===== config.mk =====
export PLATFORM = sky130hd
export DESIGN_NAME = irq_arbiter
export DESIGN_NICKNAME = d
export VERILOG_FILES = /design/src/rtl/irqc_pkg.sv /design/src/rtl/irqc_sync.sv /design/src/rtl/irqc_pending.sv /design/src/rtl/irqc_prio.sv /design/src/rtl/irqc_stack.sv /design/src/rtl/irq_arbiter.sv
export SDC_FILE = /design/constraint.sdc
export NUM_CORES = 1
export LEC_CHECK = 0
export ABC_AREA = 1
export CORE_MARGIN = 2
export CORE_UTILIZATION = 50
export CTS_CLUSTER_SIZE = 12
export DETAILED_ROUTE_END_ITERATION = 8
export PLACE_DENSITY = 0.75
export SETUP_SLACK_MARGIN = 0.5
export SYNTH_ARGS = -nofsm -noshare
export SYNTH_HDL_FRONTEND = slang
export SYNTH_SLANG_ARGS = --single-unit

===== constraint.sdc =====
create_clock -name clk -period 3.3 [get_ports clk]
set_input_delay 0.33 -clock clk [delete_from_list [all_inputs] [get_ports clk]]
set_output_delay 0.33 -clock clk [all_outputs]
set_load 0.01 [all_outputs]

===== src/rtl/irqc_pkg.sv =====
package irqc_pkg;
    localparam int NUM_SRC      = 7;
    localparam int VEC_W        = 3;
    localparam int CTL_W        = 4;
    localparam int CTL_NEST_BIT = 3;

    typedef logic [VEC_W-1:0] vec_t;

    typedef enum logic [1:0] {
        SENSE_EDGE,
        SENSE_LEVEL,
        SENSE_PROG
    } sense_e;

    typedef enum logic [1:0] {
        ST_OPEN,
        ST_OFFER,
        ST_HOLD
    } arb_state_e;

    // sensing kind of each vector slot
    function automatic sense_e sense_of(input int idx);
        case (idx)
            0, 4:    return SENSE_EDGE;
            2, 3:    return SENSE_LEVEL;
            default: return SENSE_PROG;
        endcase
    endfunction

    // control bit that selects the sensing of a programmable slot
    function automatic int prog_bit(input int idx);
        case (idx)
            5:       return 1;
            6:       return 2;
            default: return 0;
        endcase
    endfunction
endpackage


===== src/rtl/irqc_sync.sv =====
module irqc_sync #(
    parameter int WIDTH  = 7,
    parameter int STAGES = 2
) (
    input  logic             clk,
    input  logic             rst_n,
    input  logic [WIDTH-1:0] din,
    output logic [WIDTH-1:0] level,
    output logic [WIDTH-1:0] rise
);
    logic [WIDTH-1:0] chain_q [STAGES];
    logic [WIDTH-1:0] prev_q;

    always_ff @(posedge clk or negedge rst_n) begin
        if (!rst_n) chain_q[0] <= '0;
        else        chain_q[0] <= din;
    end

    for (genvar s = 1; s < STAGES; s++) begin : g_stage
        always_ff @(posedge clk or negedge rst_n) begin
            if (!rst_n) chain_q[s] <= '0;
            else        chain_q[s] <= chain_q[s-1];
        end
    end

    always_ff @(posedge clk or negedge rst_n) begin
        if (!rst_n) prev_q <= '0;
        else        prev_q <= chain_q[STAGES-1];
    end

    assign level = chain_q[STAGES-1];
    assign rise  = chain_q[STAGES-1] & ~prev_q;
endmodule


===== src/rtl/irqc_pending.sv =====
module irqc_pending #(
    parameter int NUM_SRC = 7,
    parameter int VEC_W   = 3
) (
    input  logic               clk,
    input  logic               rst_n,
    input  logic [NUM_SRC-1:0] edge_mode,
    input  logic [NUM_SRC-1:0] rise,
    input  logic               ack_fire,
    input  logic [VEC_W-1:0]   ack_vec,
    input  logic               fc_we,
    input  logic [NUM_SRC-1:0] fc_set,
    input  logic [NUM_SRC-1:0] fc_clr,
    output logic [NUM_SRC-1:0] pend_q
);
    logic [NUM_SRC-1:0] pend_d;

    for (genvar g = 0; g < NUM_SRC; g++) begin : g_latch
        logic ack_hit;
        assign ack_hit   = ack_fire && (ack_vec == VEC_W'(g));
        // acknowledge clears, a fresh edge sets, force sets, clear has the last word
        assign pend_d[g] = edge_mode[g]
                         & (((pend_q[g] & ~ack_hit) | rise[g] | (fc_we & fc_set[g]))
                            & ~(fc_we & fc_clr[g]));

        always_ff @(posedge clk or negedge rst_n) begin
            if (!rst_n) pend_q[g] <= 1'b0;
            else        pend_q[g] <= pend_d[g];
        end
    end
endmodule


===== src/rtl/irqc_prio.sv =====
module irqc_prio #(
    parameter int NUM_SRC = 7,
    parameter int VEC_W   = 3
) (
    input  logic [NUM_SRC-1:0] req,
    output logic               valid,
    output logic [VEC_W-1:0]   vec
);
    always_comb begin
        valid = 1'b0;
        vec   = '0;
        for (int i = NUM_SRC - 1; i >= 0; i--) begin
            if (req[i]) begin
                valid = 1'b1;
                vec   = VEC_W'(i);
            end
        end
    end
endmodule


===== src/rtl/irqc_stack.sv =====
module irqc_stack #(
    parameter int DEPTH   = 12,
    parameter int VEC_W   = 3,
    localparam int DEPTH_W = $clog2(DEPTH + 1),
    localparam int IDX_W   = $clog2(DEPTH)
) (
    input  logic               clk,
    input  logic               rst_n,
    input  logic               push,
    input  logic [VEC_W-1:0]   push_vec,
    input  logic               pop,
    output logic [DEPTH_W-1:0] depth_q,
    output logic [VEC_W-1:0]   top_vec,
    output logic               ovf_q
);
    logic [VEC_W-1:0] slot_q [DEPTH];
    logic             full;
    logic             empty;

    assign full    = (depth_q == DEPTH_W'(DEPTH));
    assign empty   = (depth_q == '0);
    assign top_vec = empty ? '0 : slot_q[IDX_W'(depth_q - 1'b1)];

    always_ff @(posedge clk or negedge rst_n) begin
        if (!rst_n) begin
            depth_q <= '0;
            ovf_q   <= 1'b0;
        end else if (push) begin
            if (full) ovf_q   <= 1'b1;
            else      depth_q <= depth_q + 1'b1;
        end else if (pop && !empty) begin
            depth_q <= depth_q - 1'b1;
        end
    end

    for (genvar s = 0; s < DEPTH; s++) begin : g_slot
        always_ff @(posedge clk or negedge rst_n) begin
            if (!rst_n)
                slot_q[s] <= '0;
            else if (push && !full && (depth_q == DEPTH_W'(s)))
                slot_q[s] <= push_vec;
        end
    end
endmodule


===== src/rtl/irq_arbiter.sv =====
module irq_arbiter
    import irqc_pkg::*;
#(
    parameter int SYNC_STAGES = 2,
    parameter int STACK_DEPTH = 12,
    localparam int NUM_EXT = NUM_SRC - 1,
    localparam int DEPTH_W = $clog2(STACK_DEPTH + 1)
) (
    input  logic               clk,
    input  logic               rst_n,
    input  logic               pd_req,
    input  logic [NUM_EXT-1:0] ext_irq,
    input  logic               mask_we,
    input  logic [NUM_EXT-1:0] mask_wdata,
    input  logic               ctl_we,
    input  logic [CTL_W-1:0]   ctl_wdata,
    input  logic               fc_we,
    input  logic [NUM_EXT-1:0] fc_set,
    input  logic [NUM_EXT-1:0] fc_clr,
    input  logic               gie_enable,
    input  logic               gie_disable,
    input  logic               irq_ack,
    input  logic               irq_rti,
    output logic               irq_req,
    output logic [VEC_W-1:0]   irq_vec,
    output logic [DEPTH_W-1:0] nest_depth,
    output logic               stack_ovf
);
    logic [NUM_EXT-1:0] mask_q;
    logic [CTL_W-1:0]   ctl_q;
    logic               gie_q;
    logic               gie_d;
    logic               nest_on;

    logic [NUM_SRC-1:0] raw_in;
    logic [NUM_SRC-1:0] lvl;
    logic [NUM_SRC-1:0] rise;
    logic [NUM_SRC-1:0] edge_mode;
    logic [NUM_SRC-1:0] pend_q;
    logic [NUM_SRC-1:0] src_act;
    logic [NUM_SRC-1:0] enabled;
    logic [NUM_SRC-1:0] allowed;
    logic [NUM_SRC-1:0] cand_req;

    logic               cand_valid;
    vec_t               cand_vec;
    vec_t               top_vec;
    logic               ack_fire;
    logic               rti_fire;

    arb_state_e         state_q;
    arb_state_e         state_d;

    // ---------------- configuration registers ----------------
    always_comb begin
        gie_d = gie_q;
        if (gie_enable)  gie_d = 1'b1;
        if (gie_disable) gie_d = 1'b0;
    end

    always_ff @(posedge clk or negedge rst_n) begin
        if (!rst_n) begin
            mask_q <= '0;
            ctl_q  <= '0;
            gie_q  <= 1'b1;
        end else begin
            if (mask_we) mask_q <= mask_wdata;
            if (ctl_we)  ctl_q  <= ctl_wdata;
            gie_q <= gie_d;
        end
    end

    assign nest_on = ctl_q[CTL_NEST_BIT];

    // ---------------- source conditioning ----------------
    assign raw_in = {ext_irq, pd_req};

    irqc_sync #(
        .WIDTH  (NUM_SRC),
        .STAGES (SYNC_STAGES)
    ) u_sync (
        .clk   (clk),
        .rst_n (rst_n),
        .din   (raw_in),
        .level (lvl),
        .rise  (rise)
    );

    for (genvar g = 0; g < NUM_SRC; g++) begin : g_mode
        if (sense_of(g) == SENSE_EDGE) begin : g_edge
            assign edge_mode[g] = 1'b1;
        end else if (sense_of(g) == SENSE_LEVEL) begin : g_level
            assign edge_mode[g] = 1'b0;
        end else begin : g_prog
            assign edge_mode[g] = ctl_q[prog_bit(g)];
        end
    end

    irqc_pending #(
        .NUM_SRC (NUM_SRC),
        .VEC_W   (VEC_W)
    ) u_pending (
        .clk       (clk),
        .rst_n     (rst_n),
        .edge_mode (edge_mode),
        .rise      (rise),
        .ack_fire  (ack_fire),
        .ack_vec   (irq_vec),
        .fc_we     (fc_we),
        .fc_set    ({fc_set, 1'b0}),
        .fc_clr    ({fc_clr, 1'b0}),
        .pend_q    (pend_q)
    );

    // ---------------- qualification ----------------
    for (genvar g = 0; g < NUM_SRC; g++) begin : g_qual
        assign src_act[g] = edge_mode[g] ? pend_q[g] : lvl[g];
        if (g == 0) begin : g_nmi
            assign enabled[g] = 1'b1;
        end else begin : g_masked
            assign enabled[g] = mask_q[g-1];
        end
        assign allowed[g]  = (nest_depth == '0) || (nest_on && (VEC_W'(g) < top_vec));
        assign cand_req[g] = src_act[g] & enabled[g] & allowed[g] & gie_q;
    end

    irqc_prio #(
        .NUM_SRC (NUM_SRC),
        .VEC_W   (VEC_W)
    ) u_prio (
        .req   (cand_req),
        .valid (cand_valid),
        .vec   (cand_vec)
    );

    // ---------------- handshake state machine ----------------
    always_ff @(posedge clk or negedge rst_n) begin
        if (!rst_n) state_q <= ST_OPEN;
        else        state_q <= state_d;
    end

    always_comb begin
        state_d = state_q;
        unique case (state_q)
            ST_OPEN: begin
                if (mask_we)         state_d = ST_HOLD;
                else if (cand_valid) state_d = ST_OFFER;
            end
            ST_OFFER: begin
                if (mask_we)                       state_d = ST_HOLD;
                else if (ack_fire || !cand_valid)  state_d = ST_OPEN;
            end
            ST_HOLD: begin
                if (mask_we)         state_d = ST_HOLD;
                else if (cand_valid) state_d = ST_OFFER;
                else                 state_d = ST_OPEN;
            end
            default: state_d = ST_OPEN;
        endcase
    end

    always_comb begin
        irq_req = 1'b0;
        irq_vec = '0;
        unique case (state_q)
            ST_OFFER: begin
                irq_req = cand_valid;
                irq_vec = cand_valid ? cand_vec : '0;
            end
            ST_OPEN, ST_HOLD: begin
                irq_req = 1'b0;
                irq_vec = '0;
            end
            default: begin
                irq_req = 1'b0;
                irq_vec = '0;
            end
        endcase
    end

    assign ack_fire = irq_ack && irq_req;
    assign rti_fire = irq_rti && !ack_fire;

    // ---------------- handler stack ----------------
    irqc_stack #(
        .DEPTH (STACK_DEPTH),
        .VEC_W (VEC_W)
    ) u_stack (
        .clk      (clk),
        .rst_n    (rst_n),
        .push     (ack_fire),
        .push_vec (irq_vec),
        .pop      (rti_fire),
        .depth_q  (nest_depth),
        .top_vec  (top_vec),
        .ovf_q    (stack_ovf)
    );
endmodule


==> key figures, run 1 <==
Power and ir drop
  • Pwr Density: 788 mW/mm^2
  • Worst vdd ir: around 350 uV
  • Clock Power Share: roughly 18%
  • Combinational share of power: between 50 and 60%
  • Leak Pwr: 0.00276 uW
  • Internal power: 2410 uW
  • Net Sw Frac: around 44%
  • NetSw: between 1500 and 2000 uW
  • Seq pwr share: approximately a quarter

Floorplanning
  • Die height: between 90 and 100 microns
  • Die area: 0.00879 sq mm
  • Initial core utilization: 51.8%
  • CORE AREA: 0.00777 sq mm
  • Row cnt: 32
  • Ports: 47
  • Die width: around 94 microns

GRT
  • Number of global-route vias before repair: around 3400
  • Gr busiest metal: met2
  • GR Util met3: 6.10%
  • Total track usage: ~25%
  • Initial antenna violation count: 0
  • Grt met1 use: between 30% and 40%
  • Global-route wire length before repair: ~17000 microns
  • GRT overflow: 0
  • Largest net degree at the start of global routing: 79
  • Met2 usage: around two fifths

Detailed routing
  • WL per Instance: about 17 microns
  • Detailed Routing Iterations Pass 1: 6
  • Drt initial violations: ~430
  • Via count: 3953
  • Final wirelength: ~12000 microns
  • Vias per inst: 5.60
  • Final antenna-violating net count: 0
  • DRC: 0

Layout
  • Reg area: 0.00195 sq mm
  • Most common cell after layout, fill and taps aside: nand2_1
  • P&R area growth vs syn: 35.3%
  • Layout filler cell count: between 500 and 600
  • Layout cells sized above 1: roughly a quarter
  • Most frequent cells in the layout: 149 x nand2_1, 77 x dfrtp_1, 62 x nand3_1, 48 x inv_1, 37 x clkdlybuf4s50_1
  • N_diodes: 0
  • Area of the multi-input gates: 0.00192 sq mm
  • Post-Layout Cell Count: 706
  • Post-route cell area: about 0.0054 sq mm
  • Nets: about 640

Yosys
  • Most used flip-flop cell after synthesis: dfrtp_1
  • Post-Syn Area: between 0.004 and 0.005 sq mm
  • Syn_nets: 561
  • Register area share after synthesis: between 40% and 50%
  • Cells after Synth: between 500 and 600
  • Synth top area share: a little under half
  • Yosys warning count: 0
  • Netlist cell types: 33
  • Post-synth ARST share: 100%
  • Post-synth EDFFs: 0
  • Leading area contributor after synthesis: dfrtp_1
  • Top post-synthesis cells by area: dfrtp_1 48%, nand2_1 15%, nand3_1 9.3%, inv_1 5.1%, o21ai_1 3.4%
  • Mean post-synth cell area: around 7.8 sq um
  • #FFs+latches synth: 78

Placement
  • Cell area after placement: between 0.004 and 0.005 sq mm
  • Post-DP HPWL: ~6700 microns
  • Routability Congestion: between 0.9 and 1
  • PortBufs: 42
  • Dpl cells: approximately 660

Worst hold path
  • HP Class: input pin to asynchronous set/reset pin

Timing
  • Fin crit share: between 80% and 90%
  • Slew @ Worst Pin: between 900 and 1000 ps
  • Hold Vio Cnt, Final: 0
  • Period minus WS final: 2960 ps
  • Clock Skew: around 13 ps
  • Setup Viol. Count Final: 0
  • Fin. max-slew vios: 0
  • RSZ-0062 raised after global routing: yes
  • Setup TNS: 0 ps
  • Slew headroom: between 30% and 40%
  • Fmax: 337 MHz

Critical path
  • Crit end category: output pin
  • Worst EP arrival: about 2600 ps
  • Cell repeated most along the worst path: nand2_1
  • CP startpoint kind: flop
  • CP Depth: 18
  • Max incr delay on CP: 400 ps
  • Critical path, cell by cell: inv_2, buf_6, ha_4, inv_2, nand2_2, nand2_4, buf_4, nand2_1, nand2_2, nand2_1, nand2_1, nand3_1, nand3_2, nand2_1, inv_1, nand2_2, inv_2, buf_6
  • Slowest stage cell, crit path: dfrtp_1
  • Critical path's top delay family: simple AND/OR/NAND/NOR gates
  • Crit-path max FO: 6
  • Worst Reg2Reg Path Length in Cells: 22
  • Worst Path Buf+Inv: 7
  • CP Class: flop to output pin
  • Req. time, crit path: between 2000 and 3000 ps

Run
  • Max-Cap Viols: 0

Clock network
  • Hold-fix buffers at CTS: 0
  • CTS tree: done
  • Maximum root-to-sink buffer count: 2
  • Root Driver: clkbuf_8
  • Reg clk slew, reported paths: around 100 ps
  • Clk sinks: approximately 80
  • Max H-tree Level: 3
  • Clk_lat worst skew: 380 ps
  • CTS Buf Count: 9

Outcome
  • Status: finished, final reports clean
[per-layer routing]
layer,vias to the layer above,share of wire [%]
met3,39,8.0
met5,-,0
met1,1897,42
met2,202,48
li1,1815,-
met4,0,2.5
[cell type report]
| cell class | count | area share, % |
|---|---|---|
| clock buffer | 9 | 2.27 |
| timing repair inverter | 5 | 1.10 |
| sequential | 78 | 35.8 |
| tap | 102 | 2.34 |
| clock inverter | 7 | 1.49 |
| multi-input combinational | 357 | 35.2 |
| timing repair buffer | 83 | 16.6 |
| inverter | 65 | 5.14 |
[path summary, 6_finish.rpt]
path | end | from | slack [ps]
worst min register to register | u_sync.level[0] | u_sync.chain_q[7] | 360
worst max-delay path | irq_vec[2] | u_stack.depth_q[0] | 340
worst min-delay path | u_stack.slot_q[32] | rst_n | 100
max in group asynchronous | u_pending.pend_q[4] | rst_n | 2550
worst max register to register | u_stack.slot_q[28] | u_stack.depth_q[0] | 350
min in group clk | u_sync.level[0] | u_sync.chain_q[7] | 360
[registers in the layout, indices dropped and copies added, names as in the netlist]
register / cells
u_sync.prev_q: 5
state_q: 2
u_stack.depth_q: 4
u_pending.pend_q: 5
u_sync.chain_q: 7
u_sync.level: 7
ctl_q: 4
gie_q: 1
mask_q: 6
u_stack.slot_q: 36
u_stack.ovf_q: 1
[metrics by stage]
stage	worst slack, ps	hold slack, ps	total power [uW]	utilization [%]
final	336	97.9	4290	70.2
after global routing	177	185	4500	70.2
after global placement	304	333	2530	58.3
after detailed placement	280	337	2560	58.3
after CTS	428	158	3710	63.8
after floorplan	625	34.4	2160	-
[power by group through the flow]
stage,clock network (uW),logic (uW),registers [uW]
3_3_place_gp,0,1430,1100
5_1_grt,818,2580,1100
2_1_floorplan,0,1060,1100
3_5_place_dp,0,1460,1100
6_report,766,2430,1090
4_1_cts,762,1860,1090
[cells in the mapped netlist (4+ instances only)]
master	number
nand2_1	162
dfrtp_1	77
nand3_1	75
inv_1	55
nor2_1	31
o21ai_1	27
o21ai_0	13
a21oi_1	8
buf_2	8
inv_2	8
buf_6	6
nand4_1	6
ha_1	5
nand2_2	5
a22oi_1	4
[kinds of logic (layout without fill, tap and decap cells)]
| group | count (synthesis) | count (layout) | synth area share, % |
|---|---|---|---|
| DFF | 78 | 78 | 48.5 |
| AOI/OAI and AO/OA | 55 | 55 | 7.30 |
| adders and majority gates | 5 | 5 | 1.55 |
| xor gates and xnor gates | 2 | 2 | 0.435 |
| and+or+nand+nor | 295 | 295 | 32.8 |
| buffers and inverters | 83 | 169 | 9.42 |
[repair_timing]
item / 4_1_cts / 5_1_grt
buffers inserted: 8 / 17
cloned: 2 / 7
endpoints found under the setup margin: 4 / 47
gates resized for setup: 49 / 66
pin swaps: 16 / 35
Power figures use the tool's default switching activity.
==> run 2, diff against run 1 <==
- ABC_AREA: 1 -> unset
- PLACE_DENSITY: 0.75 -> 0.76
==> key figures, run 2 <==
Timing
  • Fin crit share: 106%
  • Fin. max-slew vios: 0
  • Slew @ Worst Pin: 949 ps
  • RSZ-0062 raised after global routing: yes
  • Hold Vio Cnt, Final: 0
  • Min Hold Slack: roughly 130 ps
  • Clock Skew: 10.1 ps
  • Fmax: ~290 MHz
  • Slew headroom: 36.7%
  • Setup WS post-layout: -188 ps
  • Setup Viol. Count Final: 46
  • Setup TNS: -5360 ps
  • Period minus WS final: between 3000 and 4000 ps

Detailed routing
  • WL per Instance: ~19 microns
  • Via count: roughly 2800
  • Detailed Routing Iterations Pass 1: 4
  • WL met2: roughly 4700 microns
  • Final wirelength: 9450 microns
  • Drt initial violations: 222
  • Final antenna-violating net count: 0
  • Max layer used: met4
  • Vias per inst: roughly 5.7
  • DRC: 0
  • DR WL met3: approximately 440 microns
  • WL met1: around 4100 microns

Floorplanning
  • Die height: ~90 microns
  • Initial core utilization: around half
  • Ports: 47
  • CORE AREA: 0.00718 sq mm
  • Die width: around 90 microns
  • Die area: approximately 0.008 sq mm
  • Row cnt: 31

Placement
  • Routability Congestion: approximately 0.90
  • PortBufs: 42
  • Post-DP HPWL: ~6000 microns
  • Pre-CTS WS: -151 ps

Critical path
  • Slowest stage cell, crit path: or4_4
  • Req. time, crit path: 2970 ps
  • CP Class: flop to output pin
  • Crit-path max FO: 4
  • Crit end category: output pin
  • Worst EP arrival: ~3200 ps
  • Critical path's top delay family: simple AND/OR/NAND/NOR gates
  • Max incr delay on CP: 570 ps
  • Worst Path Buf+Inv: 4
  • Critical path, cell by cell: inv_2, buf_4, ha_2, xor2_1, or4_4, a31oi_4, buf_6, o41ai_2, a211o_1, and2_4, and2_4, buf_6
  • CP startpoint kind: flop

Clock network
  • Root Driver: clkbuf_8
  • CTS Buf Count: 9
  • Maximum root-to-sink buffer count: 2
  • CTS tree: done
  • Clk sinks: between 70 and 80
  • Max H-tree Level: 3
  • Clk_lat worst skew: 360 ps
  • Reg clk slew, reported paths: about 100 ps
  • Hold-fix buffers at CTS: 0

Layout
  • Nets: between 400 and 500
  • N_diodes: 0
  • Max FFs per register: 36
  • Most frequent cells in the layout: 76 x dfrtp_1, 45 x buf_4, 37 x mux2_4, 37 x clkdlybuf4s50_1, 21 x nand2_1
  • Largest Register: u_stack.slot_q
  • Most common cell after layout, fill and taps aside: dfrtp_1
  • Layout filler cell count: 422
  • P&R area growth vs syn: 46.4%
  • Layout cells sized above 1: around half

Yosys
  • Mean post-synth cell area: around 12 sq um
  • Most frequent cells after synthesis: 77 x dfrtp_1, 47 x mux2_2, 22 x nand2_1, 18 x nand3_1, 12 x inv_1
  • Post-synth EDFFs: 0
  • Most used flip-flop cell after synthesis: dfrtp_1
  • Post-Syn Area: between 0.003 and 0.004 sq mm
  • Syn_nets: about 340
  • Register area share after synthesis: ~53%
  • Leading area contributor after synthesis: dfrtp_1
  • Top post-synthesis cells by area: dfrtp_1 52%, mux2_2 14%, mux4_2 5.5%, nand3_1 2.4%, nand2_1 2.2%
  • Synth top area share: a little over half
  • Most frequent cell after synthesis: dfrtp_1
  • Yosys warning count: 0
  • #FFs+latches synth: just under 80
  • Post-synth ARST share: 100%
  • Cells after Synth: about 300
  • Netlist cell types: ~50

Outcome
  • Status: finished, violations left
  • Violated checks: negative setup slack

Run
  • Max-Cap Viols: 0

Power and ir drop
  • Pwr Density: about 630 mW/mm^2
  • Final Power: roughly 3400 uW
  • Leak Pwr: 0.00245 uW
  • Worst vdd ir: between 300 and 400 uV

GRT
  • Total track usage: between 20 and 25%
  • Number of global-route vias before repair: approximately 3100
  • Initial antenna violation count: 0
  • GRT overflow: 0
  • Global-route wire length before repair: approximately 16000 microns
  • Largest net degree at the start of global routing: 79

Worst hold path
  • HP Class: input pin to asynchronous set/reset pin
## run 2: changes by cell type after synthesis, moves of 4 or more
cell,before,now
nand2_1,162,22
nand3_1,75,18
inv_2,8,0
o21ai_0,13,9
nor2b_1,0,5
nor2_1,31,6
inv_1,55,12
mux2_2,0,47
nand2_2,5,0
o21ai_1,27,0
mux4_2,0,9
mux2i_1,0,4
buf_2,8,1
clkbuf_1,1,9
## run 2: cells by family (layout without fill, tap and decap cells)
kind of cell,after synthesis,after routing,share of synthesized area [%]
flops,78,78,53.0
simple gates,78,78,11.2
compound gates,42,42,8.12
fa+ha+maj,5,5,1.70
buf+inv,27,129,3.60
mux,61,61,21.4
xor+xnor,4,4,0.952
## run 2: layout make-up
cell class | count | area [sq um] | share of cell area, %
multi-input combinational | 190 | 2100 | 39.0
sequential | 78 | 1950 | 36.3
timing repair buffer | 101 | 962 | 17.9
clock buffer | 9 | 124 | 2.30
tap | 99 | 124 | 2.30
clock inverter | 7 | 75.1 | 1.39
inverter | 12 | 50.0 | 0.929
## run 2: where the power goes
part,switching [uW],total (uW),internal (uW)
combinational,754,1590,833
sequential,70.2,1090,1020
clock,426,727,301
total,1250,3400,2150
## run 2: timing repair
item,in CTS,in global routing
endpoints found under the setup margin,49,51
setup buffers,12,6
cloned,1,0
gates resized for setup,92,34
pin swaps,15,14
## run 2: final timing paths
| kind | start | endpoint | slack (ps) | cells after the start |
|---|---|---|---|---|
| max in group asynchronous | rst_n | u_stack.depth_q[0] | 2520 | 1 |
| min reg2reg | u_sync.chain_q[12] | u_sync.level[5] | 350 | 0 |
| min in group clk | u_sync.chain_q[12] | u_sync.level[5] | 350 | 0 |
| max | u_stack.depth_q[1] | irq_vec[1] | -190 | 12 |
| min | rst_n | ctl_q[0] | 130 | 1 |
| max reg2reg | u_stack.depth_q[1] | u_stack.slot_q[26] | -160 | 15 |
## run 2: layer usage
metal	vias up	track usage [%]
met4	0	8.21
met5	-	0
met2	93	41.7
met1	1455	32.7
li1	1276	-
met3	22	4.61
## run 2: per-stage QoR
step	instances	util [%]	area (sq um)
floorplan	295	-	3830
global placement	461	63.9	4580
detailed placement	461	63.9	4580
CTS	490	72.6	5210
global route	496	75.1	5390
finish	496	75.1	5390
==> run 3, diff against run 2 <==
- ABC_AREA: unset -> 1
- PLACE_DENSITY: 0.76 -> 0.75
==> results of run 3 <==
No change in the layout: final DEF, timing and power equal those of run 1.
